<file path="src/rtl/gbp_pkg.sv">
package gbp_pkg;

    typedef enum logic [1:0] {
        CTR_STRONG_NT = 2'b00,
        CTR_WEAK_NT   = 2'b01,
        CTR_WEAK_T    = 2'b10,
        CTR_STRONG_T  = 2'b11
    } ctr_e;

    localparam logic [1:0] CTR_RESET = CTR_WEAK_NT;

    // Saturating step of one two-bit counter toward the real outcome.
    function automatic logic [1:0] ctr_train(input logic [1:0] cur, input logic taken);
        logic [1:0] nxt;
        nxt = cur;
        if (taken) begin
            if (cur != CTR_STRONG_T) nxt = cur + 2'd1;
        end else begin
            if (cur != CTR_STRONG_NT) nxt = cur - 2'd1;
        end
        return nxt;
    endfunction

endpackage

</file>
<file path="src/rtl/gbp_history.sv">
module gbp_history #(
    parameter int HIST_W = 4
) (
    input  logic              clk,
    input  logic              rst_n,
    input  logic              shift_en,
    input  logic              taken,
    output logic [HIST_W-1:0] hist_q
);

    typedef struct packed {
        logic [HIST_W-1:0] bits;
    } hist_state_t;

    hist_state_t state_d;
    hist_state_t state_q;
    logic [HIST_W-1:0] shifted;

    generate
        if (HIST_W == 1) begin : g_one_bit
            assign shifted = taken;
        end else begin : g_multi_bit
            assign shifted = {state_q.bits[HIST_W-2:0], taken};
        end
    endgenerate

    always_comb begin
        state_d = state_q;
        if (shift_en) begin
            state_d.bits = shifted;
        end
    end

    always_ff @(posedge clk or negedge rst_n) begin
        if (!rst_n) begin
            state_q <= '0;
        end else begin
            state_q <= state_d;
        end
    end

    assign hist_q = state_q.bits;

endmodule

</file>
<file path="src/rtl/gbp_index_gen.sv">
module gbp_index_gen #(
    parameter int TBL_BITS = 6,
    parameter int COL_BITS = 2,
    parameter int HIST_W   = 4
) (
    input  logic [TBL_BITS-1:0] addr,
    input  logic [HIST_W-1:0]   hist,
    input  logic                hash_mode,
    output logic [TBL_BITS-1:0] idx
);

    localparam int ROW_BITS = TBL_BITS - COL_BITS;

    generate
        if (ROW_BITS == 0) begin : g_addr_only
            assign idx = addr;
        end else begin : g_with_rows
            logic [ROW_BITS-1:0] row;
            always_comb begin
                if (hash_mode) begin
                    row = hist[ROW_BITS-1:0] ^ addr[TBL_BITS-1:COL_BITS];
                end else begin
                    row = hist[ROW_BITS-1:0];
                end
            end
            if (COL_BITS == 0) begin : g_single_col
                assign idx = row;
            end else begin : g_row_col
                assign idx = {row, addr[COL_BITS-1:0]};
            end
        end
    endgenerate

endmodule

</file>
<file path="src/rtl/gbp_ctr_table.sv">
module gbp_ctr_table
    import gbp_pkg::*;
#(
    parameter int TBL_BITS = 6
) (
    input  logic                      clk,
    input  logic                      rst_n,
    input  logic [TBL_BITS-1:0]       rd_idx,
    output logic [1:0]                rd_ctr,
    input  logic                      wr_en,
    input  logic [TBL_BITS-1:0]       wr_idx,
    input  logic                      wr_taken,
    output logic [2*(2**TBL_BITS)-1:0] ctr_flat
);

    localparam int ENTRIES = 2 ** TBL_BITS;

    typedef struct packed {
        logic [ENTRIES-1:0][1:0] cells;
    } tbl_state_t;

    tbl_state_t state_d;
    tbl_state_t state_q;

    always_comb begin
        state_d = state_q;
        if (wr_en) begin
            state_d.cells[wr_idx] = ctr_train(state_q.cells[wr_idx], wr_taken);
        end
    end

    always_ff @(posedge clk or negedge rst_n) begin
        if (!rst_n) begin
            state_q.cells <= {ENTRIES{CTR_RESET}};
        end else begin
            state_q <= state_d;
        end
    end

    assign rd_ctr   = state_q.cells[rd_idx];
    assign ctr_flat = state_q.cells;

endmodule

</file>
<file path="src/rtl/gbp_predictor.sv">
module gbp_predictor #(
    parameter int TBL_BITS = 6,
    parameter int COL_BITS = 2
) (
    input  logic                clk,
    input  logic                rst_n,
    input  logic                hash_mode,
    input  logic [TBL_BITS-1:0] lk_addr,
    output logic                lk_pred,
    output logic [1:0]          lk_ctr,
    input  logic                upd_valid,
    input  logic [TBL_BITS-1:0] upd_addr,
    input  logic                upd_taken
);

    localparam int ROW_BITS = TBL_BITS - COL_BITS;
    localparam int HIST_W   = (ROW_BITS > 0) ? ROW_BITS : 1;
    localparam int ENTRIES  = 2 ** TBL_BITS;

    logic [HIST_W-1:0]    hist_q;
    logic [TBL_BITS-1:0]  lk_idx;
    logic [TBL_BITS-1:0]  upd_idx;
    logic [1:0]           rd_ctr;
    logic [2*ENTRIES-1:0] ctr_flat;

    gbp_history #(
        .HIST_W (HIST_W)
    ) hist_i (
        .clk      (clk),
        .rst_n    (rst_n),
        .shift_en (upd_valid),
        .taken    (upd_taken),
        .hist_q   (hist_q)
    );

    gbp_index_gen #(
        .TBL_BITS (TBL_BITS),
        .COL_BITS (COL_BITS),
        .HIST_W   (HIST_W)
    ) lk_index_i (
        .addr      (lk_addr),
        .hist      (hist_q),
        .hash_mode (hash_mode),
        .idx       (lk_idx)
    );

    gbp_index_gen #(
        .TBL_BITS (TBL_BITS),
        .COL_BITS (COL_BITS),
        .HIST_W   (HIST_W)
    ) upd_index_i (
        .addr      (upd_addr),
        .hist      (hist_q),
        .hash_mode (hash_mode),
        .idx       (upd_idx)
    );

    gbp_ctr_table #(
        .TBL_BITS (TBL_BITS)
    ) table_i (
        .clk      (clk),
        .rst_n    (rst_n),
        .rd_idx   (lk_idx),
        .rd_ctr   (rd_ctr),
        .wr_en    (upd_valid),
        .wr_idx   (upd_idx),
        .wr_taken (upd_taken),
        .ctr_flat (ctr_flat)
    );

    assign lk_ctr  = rd_ctr;
    assign lk_pred = rd_ctr[1];

endmodule

</file>
<file path="config.mk">
export PLATFORM = sky130hd
export DESIGN_NAME = gbp_predictor
export DESIGN_NICKNAME = d
export VERILOG_FILES = /design/src/rtl/gbp_pkg.sv /design/src/rtl/gbp_history.sv /design/src/rtl/gbp_index_gen.sv /design/src/rtl/gbp_ctr_table.sv /design/src/rtl/gbp_predictor.sv
export SDC_FILE = /design/constraint.sdc
export NUM_CORES = 1
export LEC_CHECK = 0
export ABC_AREA = 0
export CAP_MARGIN = 0
export CORE_MARGIN = 8
export CORE_UTILIZATION = 41
export CTS_BUF_LIST = sky130_fd_sc_hd__clkbuf_4
export DETAILED_ROUTE_END_ITERATION = 6
export GPL_TIMING_DRIVEN = 0
export HOLD_SLACK_MARGIN = 0.08
export SLEW_MARGIN = 20
export SYNTH_ARGS = -nofsm -noshare
export SYNTH_HDL_FRONTEND = slang
export SYNTH_HIERARCHICAL = 1
export SYNTH_SLANG_ARGS = --single-unit
</file>
<file path="constraint.sdc">
create_clock -name clk -period 7.7 [get_ports clk]
set_input_delay 1.54 -clock clk [delete_from_list [all_inputs] [get_ports clk]]
set_output_delay 1.54 -clock clk [all_outputs]
set_load 0.02 [all_outputs]
</file>
# Yosys cells after proc, flatten, opt, wreduce, memory -nomap -nowiden

Cells that the tools add are included.

Reductions and logical operators: 2
$mul: 0
Equal/unequal tests: 1
Bitwise operators: 2
Magnitude comparators: 3
Add/sub/neg operators: 2
Shifts and indexed selects: 0
Div/mod/pow operators: 0
Muxes and demuxes: 13

Operators by type and width:

| cell                | count |
|---|---|
| $bwmux 128          | 1 |
| $bmux 2 s6          | 2 |
| $lt 6x7->1 const B  | 2 |
| $mux 2              | 7 |
| $demux 2 s6         | 1 |
| $mux 4              | 2 |
| $xor 4x4->4         | 2 |
| $ge 6x1->1 const B  | 1 |
| $add 2x1->2 const B | 1 |
| $ne 2x2->1 const B  | 1 |
| $reduce_bool 2->1   | 1 |
| $sub 2x1->2 const B | 1 |
| $logic_and 1x1->1   | 1 |

Memory bits (read-only): 0
Bits in latches: 0
Word-level logic and storage cells: 88
Input bits: 17
Memories kept: 0
Register bits: 132
RAM bits: 0
Output and inout port bits: 3

# Longest topological paths before layout

Gate-level depths: netlist (run 1).

Word-level depth: 9
Depth in mapped cells: 15
Depth with buffers taken out: 9

# Modules after synthesis

The synthesis (run 1) kept the hierarchy.

Modules (own cells, without submodules):

| module        | times used | cells an instance | area each (um2) | seq. area each (um2) |
|---|---|---|---|---|
| gbp_ctr_table | 1          | 747               | 7612.3          | 3283.1 |
| gbp_history   | 1          | 8                 | 145.1           | 100.1 |
| gbp_index_gen | 2          | 10                | 65.1            | 0.0 |
| gbp_predictor | 1          | 1                 | 7.5             | 0.0 |

# Worst setup path before layout (run 1)

Ideal clock, no wire load.

Kind: input port to output port
Start: input lk_addr[0]
End: output lk_pred
Stages on the path: 7
Path buffers: 4
Data required time: 6160 ps
Path slack: 2021 ps
Arrival time: 4139 ps
Path through: buf_4 -> clkbuf_1 -> buf_1 -> mux4_2 -> mux4_2 -> mux4_2 -> buf_4

Word-level cells in the longest chain between the ends: 2

Ends and longest elaborated chain:

| what                         | line                | RTL |
|---|---|---|
| start: declaration           | gbp_predictor.sv:8  | `input logic [TBL_BITS-1:0] lk_addr,` |
| $bmux 2 s6                   | gbp_ctr_table.sv:40 | `assign rd_ctr = state_q.cells[rd_idx];` |
| $mux 2 (implied by the code) | gbp_ctr_table.sv:40 |  |
| end: declaration             | gbp_predictor.sv:9  | `output logic lk_pred,` |

Every way passes these cells. The select of a mux whose other input is x is not followed.

# Worst setup path after layout (run 1)

Same ends and word-level chain as after synthesis.

==> results of run 1 <==
==> worst register-to-register path, cell delays in order (launching register included) <==
cell and delay, ns:
sky130_fd_sc_hd__dfrtp_1 0.44, sky130_fd_sc_hd__xnor2_1 0.17, sky130_fd_sc_hd__buf_4 0.23, sky130_fd_sc_hd__buf_2 0.33
sky130_fd_sc_hd__buf_2 0.42, sky130_fd_sc_hd__buf_2 0.38, sky130_fd_sc_hd__o21ai_0 0.16, sky130_fd_sc_hd__a21oi_1 0.17
sky130_fd_sc_hd__a21oi_1 0.11, sky130_fd_sc_hd__nor4b_2 0.40, sky130_fd_sc_hd__maj3_1 0.27, sky130_fd_sc_hd__buf_2 0.24
sky130_fd_sc_hd__buf_2 0.31, sky130_fd_sc_hd__a31oi_1 0.13
==> cell usage in the layout (no fill, tap or decap), types with 8 or more instances in the layout <==
cell type and n:
sky130_fd_sc_hd__clkbuf_4 17, sky130_fd_sc_hd__clkbuf_1 38, sky130_fd_sc_hd__a22oi_1 9, sky130_fd_sc_hd__dfstp_2 64
sky130_fd_sc_hd__dfrtp_1 68, sky130_fd_sc_hd__buf_4 10, sky130_fd_sc_hd__xnor2_1 8, sky130_fd_sc_hd__clkdlybuf4s50_1 14
sky130_fd_sc_hd__a31oi_1 33, sky130_fd_sc_hd__o21ai_1 16, sky130_fd_sc_hd__a221oi_1 12, sky130_fd_sc_hd__mux4_2 52
sky130_fd_sc_hd__o21ai_0 54, sky130_fd_sc_hd__mux2i_1 8, sky130_fd_sc_hd__a21oi_1 68, sky130_fd_sc_hd__nand2_1 106
sky130_fd_sc_hd__nor2_1 74, sky130_fd_sc_hd__buf_2 18, sky130_fd_sc_hd__nand3b_1 15, sky130_fd_sc_hd__o31ai_2 18
sky130_fd_sc_hd__a211oi_1 8, sky130_fd_sc_hd__mux2_2 15
==> area by class of cell <==
cell class | count | area [sq um]
timing repair buffer | 17 | 197.7
sequential | 132 | 3383
tap | 260 | 325.3
fill | 1778 | 10120
antenna | 1 | 2.502
buffer | 78 | 391.6
clock inverter | 15 | 163.9
multi-input combinational | 560 | 4099
clock buffer | 17 | 127.6
inverter | 6 | 22.52
==> final timing paths <==
path | to | slack, ns | cells after the start
worst min register to register | table_i/ctr_flat[58] | 0.48 | 2
worst max-delay path | lk_pred | 1.08 | 8
max in group asynchronous | table_i/ctr_flat[78] | 5.99 | 2
worst max register to register | table_i/ctr_flat[79] | 3.77 | 13
worst min-delay path | table_i/ctr_flat[58] | 0.48 | 2
min in group asynchronous | table_i/ctr_flat[101] | 0.97 | 1
==> metrics by stage <==
| stage | power, W | setup WS [ns] | area, sq um | std cells |
|---|---|---|---|---|
| 2_1_floorplan | 0.002135 | 2.021 | 7895 | 776 |
| 3_3_place_gp | 0.002521 | -0.4126 | 8371 | 1051 |
| 3_5_place_dp | 0.002553 | 1.036 | 8418 | 1053 |
| 4_1_cts | 0.003048 | 1.032 | 8710 | 1085 |
| 5_1_grt | 0.003236 | 0.9728 | 8713 | 1086 |
| 6_report | 0.003064 | 1.081 | 8713 | 1086 |
==> cell families after synthesis <==
family	after synthesis	share of synthesized area
AO/OA/AOI/OAI	236	0.1903
XOR/XNOR	8	0.008875
adder cells (fa/ha/maj)	2	0.002694
buffers and inverters	84	0.05230
flip-flops	132	0.4285
multiplexers	75	0.1799
AND/OR/NAND/NOR	239	0.1374
==> sequential cells by signal (all words and copies together), names as in the netlist <==
register,cells
table_i/ctr_flat,128
hist_i/hist_q,4
==> power by group through the flow <==
stage / Sequential, W / Clock [W] / Combinational (W)
2_1_floorplan: 0.00125 / 0 / 0.000884
3_3_place_gp: 0.00137 / 0 / 0.00115
3_5_place_dp: 0.00137 / 0 / 0.00118
4_1_cts: 0.00136 / 0.000505 / 0.00118
5_1_grt: 0.00141 / 0.000528 / 0.00130
6_report: 0.00137 / 0.000492 / 0.00120
==> layer usage <==
layer  part of all wire  GRT usage  up-vias  routed length [um]
li1                   -          -     2955                   -
met1               0.40     0.3101     3316               11050
met2               0.43     0.3425      464               11810
met3               0.11    0.06186      109                3093
met4              0.054     0.1358        2                1471
met5            0.00036          0        -                  10
==> flow_summary.toml, run 1 <==
[synth]
synth_edf_count = 0
post-synth-top-area-cell = "sky130_fd_sc_hd__dfrtp_1"
cell_count_after_synthesis = 776
post_synth_instance_area_sq_mm = 0.007895
synth_warnings = 6
ys_async_sr_fraction = 1.000
synth_top_flop_cell = "sky130_fd_sc_hd__dfrtp_1"
synth_largest_type_area_fraction = 0.2155
yosys-top-cells-count = "sky130_fd_sc_hd__nand2_1, sky130_fd_sc_hd__nor2_1, sky130_fd_sc_hd__a21oi_1, sky130_fd_sc_hd__dfrtp_1, sky130_fd_sc_hd__dfstp_2"
synthDistinctLibCells = 54
nets_in_the_synthesized_netlist = 793
yosys.cell_count.top_type = "sky130_fd_sc_hd__nand2_1"
ys_seq_area_frac = 0.4285
postSynthRegisterBits = 132
synth_area_leaders = "sky130_fd_sc_hd__dfrtp_1, sky130_fd_sc_hd__dfstp_2, sky130_fd_sc_hd__mux4_2"
syn_avg_cell_area_sq_um = 10.17

[route]
routedWlPerCell_um = 25.26
routed_via_density = 6.304
detail_route.iter0.violations = 845
wirelength_um = 27440
route.detailed.drc = 0
drtPass1Iterations = 5
total_number_of_vias = 6846
postRouteAntennaNets = 0

[clocking]
hold_buffers = 0
clk_path_buf_depth = 2
postCtsSetupBuffers = 0
insertion_delay_ns = 0.57
postCtsResizedCells = 0
clk_pin_slew_ns = 0.11
cts_root_buf = "sky130_fd_sc_hd__clkbuf_4"
clock_sinks = 132
cts_htree_levels = 4
clock_buffers_created_by_tritoncts = 17
cts_tree = "yes"

[placed_design]
detailed_place_hpwl_um = 19180
placement.io_buffers = 15
place_congestion = 1.016

[timing]
slew-limit-headroom = 0.2287
setup_tns_ns = 0
clock.fmax_mhz = 151.1
final_min_period_over_clock_period = 0.8596
slew_viol_final = 0
finalSetupViolations = 0
worst_clock_skew_ns = 0.02115
fin_worst_hold_slack_ns = 0.4785
rsz0062_at_grt = "no"
hold_violations = 0
fin_crit_ns = 6.619
timing_worst_slew_pin_value_ns = 1.148

[hold_path]
worstHoldPathType = "reg -> reg"
timing.hold.worst.start = "table_i/ctr_flat[58]"

[global_routing]
grt_pass1_vias = 6531
grt.overflow.total = 0
initial_antenna_violation_count = 2
largest_net_degree_at_the_start_of_global_routing = 81
grt_pass1_wl_um = 41630
grt_total_usage = 0.2349

[power_and_ir_drop]
power.clock.fraction = 0.161
static_leakage_nw = 3.175
power.share.switching = 0.3921
vdd_ir_drop_max_uv = 87.54
seq_power_share = 0.447
p_sw_w = 0.001201
power_report.internal_total_w = 0.001862
pwr_density_cell_mw_per_mm2 = 351.6
power.combinational.fraction = 0.392

[die]
initial_utilization = 0.4193
die-width_um = 154.8
fp.dieH_um = 154.8
pin_count = 20
core_region_area_sq_mm = 0.01883
die_area_sq_mm = 0.02395
rows = 50

[worst_setup_path]
critPathKind = "in -> out"
startpoint = "lk_addr[0]"
cells_traversed_along_the_worst_timing_path = "buf_4 > clkbuf_1 > buf_1 > mux4_2 > mux4_2 > mux4_2 > buf_4 > clkdlybuf4s50_1"
worst-path-max-fanout = 10
critical_path_data_arrival_time_ns = 5.08
largest_incremental_delay_on_the_critical_path_ns = 0.82
start_kind = "input port"
critPathBufInv = 5
delay_heaviest_family_cp = "buffers and inverters"
regToRegStartpoint = "hist_i/hist_q[0]"
crit_top_cell = "sky130_fd_sc_hd__mux4_2"
crit_required_ns = 6.16
crit_path_end_kind = "primary output"
slowest_stage = "sky130_fd_sc_hd__buf_1"

[final_layout]
layout-area-overhead-vs-synth_pct = 10.36
layout-drive-gt1-share = 0.2703
final_net_count = 829
post_route_core_utilization = 0.4627

[run]
max-cap-violations = 0

[outcome]
run_status = "completed"
Note: power is estimated with default switching activity, not from simulation.
==> run 2, diff against run 1 <==
Settings changed: CORE_ASPECT_RATIO from default to 0.8.
==> run 2 against run 1 <==
  * Worst hold slack better by 0.0029 ns
  * Die area up 0.12%
  * First-iteration DRC count up 16%
  * Critical path depth unchanged
  * Clock skew up 0.0016 ns
  * Core utilization down 0.069 points
  * Setup slack worse by 0.020 ns
  * Critical path type unchanged
  * Critical endpoint unchanged
  * Largest power group unchanged
==> flow_summary.toml, run 2 (synthesized netlist as in run 1, its figures left out) <==
[die]
initial_utilization = 0.4173
fp.dieH_um = 140.1
die-width_um = 171.1
core_region_area_sq_mm = 0.01892
rows = 45
die_area_sq_mm = 0.02398
pin_count = 20

[hold_path]
worstHoldPathType = "reg -> reg"

[final_layout]
final_design_area_no_fill_sq_mm = 0.008741
layout.cells.most_common = "sky130_fd_sc_hd__nand2_1"
layoutNonFillerInstCount = 1083
largest_reg_flops = 128
post_route_core_utilization = 0.4620
layout-area-overhead-vs-synth_pct = 10.71
final_net_count = 829
final_antenna_diode_count = 0
layout.area.seq_sq_mm = 0.003383
filler_cell_count = 1836
layout_common_cells = "sky130_fd_sc_hd__nand2_1, sky130_fd_sc_hd__nor2_1, sky130_fd_sc_hd__dfrtp_1, sky130_fd_sc_hd__a21oi_1, sky130_fd_sc_hd__dfstp_2"
multi_input_comb_area_sq_mm = 0.004104
layout-drive-gt1-share = 0.2752

[placed_design]
dp_cell_count = 1050
placed_area_sq_mm = 0.008402
placement.io_buffers = 15
place_congestion = 0.9754
detailed_place_hpwl_um = 19670

[clocking]
postCtsResizedCells = 0
clock_sinks = 132
clock_buffers_created_by_tritoncts = 17
cts_root_buf = "sky130_fd_sc_hd__clkbuf_4"
clk_path_buf_depth = 2
hold_buffers = 0
insertion_delay_ns = 0.56
cts_tree = "yes"
cts_htree_levels = 4
clk_pin_slew_ns = 0.12
postCtsSetupBuffers = 0

[route]
routed_via_density = 6.283
routedWlPerCell_um = 25.94
detail_route.iter0.violations = 979
wirelength_um = 28090
route.detailed.drc = 0
total_number_of_vias = 6805
drtPass1Iterations = 6
postRouteAntennaNets = 0

[timing]
slew-limit-headroom = 0.2305
clock.fmax_mhz = 150.6
slew_viol_final = 0
rsz0062_at_grt = "no"
fin_worst_hold_slack_ns = 0.4814
fin_crit_ns = 6.638
timing_worst_slew_pin_value_ns = 1.146
final_min_period_over_clock_period = 0.8621
finalSetupViolations = 0
hold_violations = 0
worst_clock_skew_ns = 0.02279

[global_routing]
grt_total_usage = 0.2385
grt_pass1_wl_um = 42190
grt_pass1_vias = 6461
grt.overflow.total = 0
initial_antenna_violation_count = 0
largest_net_degree_at_the_start_of_global_routing = 70

[power_and_ir_drop]
pwr_density_cell_mw_per_mm2 = 358.5
static_leakage_nw = 3.181
post-layout-total-power_w = 0.003134
vdd_ir_drop_max_uv = 168.9

[worst_setup_path]
start_kind = "input port"
critical_path_data_arrival_time_ns = 5.10
critPathBufInv = 4
cells_traversed_along_the_worst_timing_path = "clkdlybuf4s50_1 > nand2_1 > xnor2_1 > buf_1 > mux4_2 > mux4_2 > buf_4 > clkdlybuf4s50_1"
timing.reg2reg.setup_slack_ns = 3.78
worst-path-max-fanout = 8
slowest_stage = "sky130_fd_sc_hd__buf_1"
critPathKind = "in -> out"
largest_incremental_delay_on_the_critical_path_ns = 0.82
delay_heaviest_family_cp = "buffers and inverters"
crit_path_end_kind = "primary output"
crit_required_ns = 6.16

[run]
max-cap-violations = 0

[outcome]
run_status = "completed"
-- run 2: per-layer routing --
layer,up-vias,share of wire,GRT usage
met2,440,0.40,0.3206
met5,-,0,0
met3,52,0.14,0.08565
met1,3371,0.44,0.3496
met4,0,0.024,0.07081
li1,2942,-,-
-- run 2: final cells by class --
type / instances / area share
flip-flops and latches: 132 / 0.3871
clock buffers: 18 / 0.01546
well taps: 258 / 0.03693
inverters: 6 / 0.002577
repair buffers: 17 / 0.02219
plain buffers: 78 / 0.04495
multi-input cells: 560 / 0.4695
clock inverters: 14 / 0.02133
-- run 2: worst min-delay path, stage by stage (launching register included) --
cell                      delay (ns)
sky130_fd_sc_hd__dfstp_2        0.40
sky130_fd_sc_hd__nand2_1        0.05
sky130_fd_sc_hd__o21ai_1        0.05
-- run 2: path summary, 6_finish.rpt --
check	from	to	depth (start not counted)
min reg2reg	table_i/ctr_flat[74]	table_i/ctr_flat[74]	2
max reg2reg	hist_i/hist_q[0]	table_i/ctr_flat[79]	12
min in group asynchronous	rst_n	table_i/ctr_flat[119]	1
min	table_i/ctr_flat[74]	table_i/ctr_flat[74]	2
max in group asynchronous	rst_n	table_i/ctr_flat[80]	2
max	hash_mode	lk_pred	8
-- run 2: stage by stage --
stage | worst slack [ns] | setup TNS (ns)
floorplan | 2.021 | 0
global placement | -0.3394 | -22.75
detailed placement | 1.006 | 0
CTS | 0.9972 | 0
global route | 0.9379 | 0
finish | 1.062 | 0
-- run 2: power by group --
part	switching (W)	leakage [nW]	total (W)	internal [W]
logic	0.000672	1.50	0.00122	0.000547
registers	0.000279	1.52	0.00137	0.00110
clock network	0.000282	0.161	0.000541	0.000259
total	0.00123	3.18	0.00313	0.00190
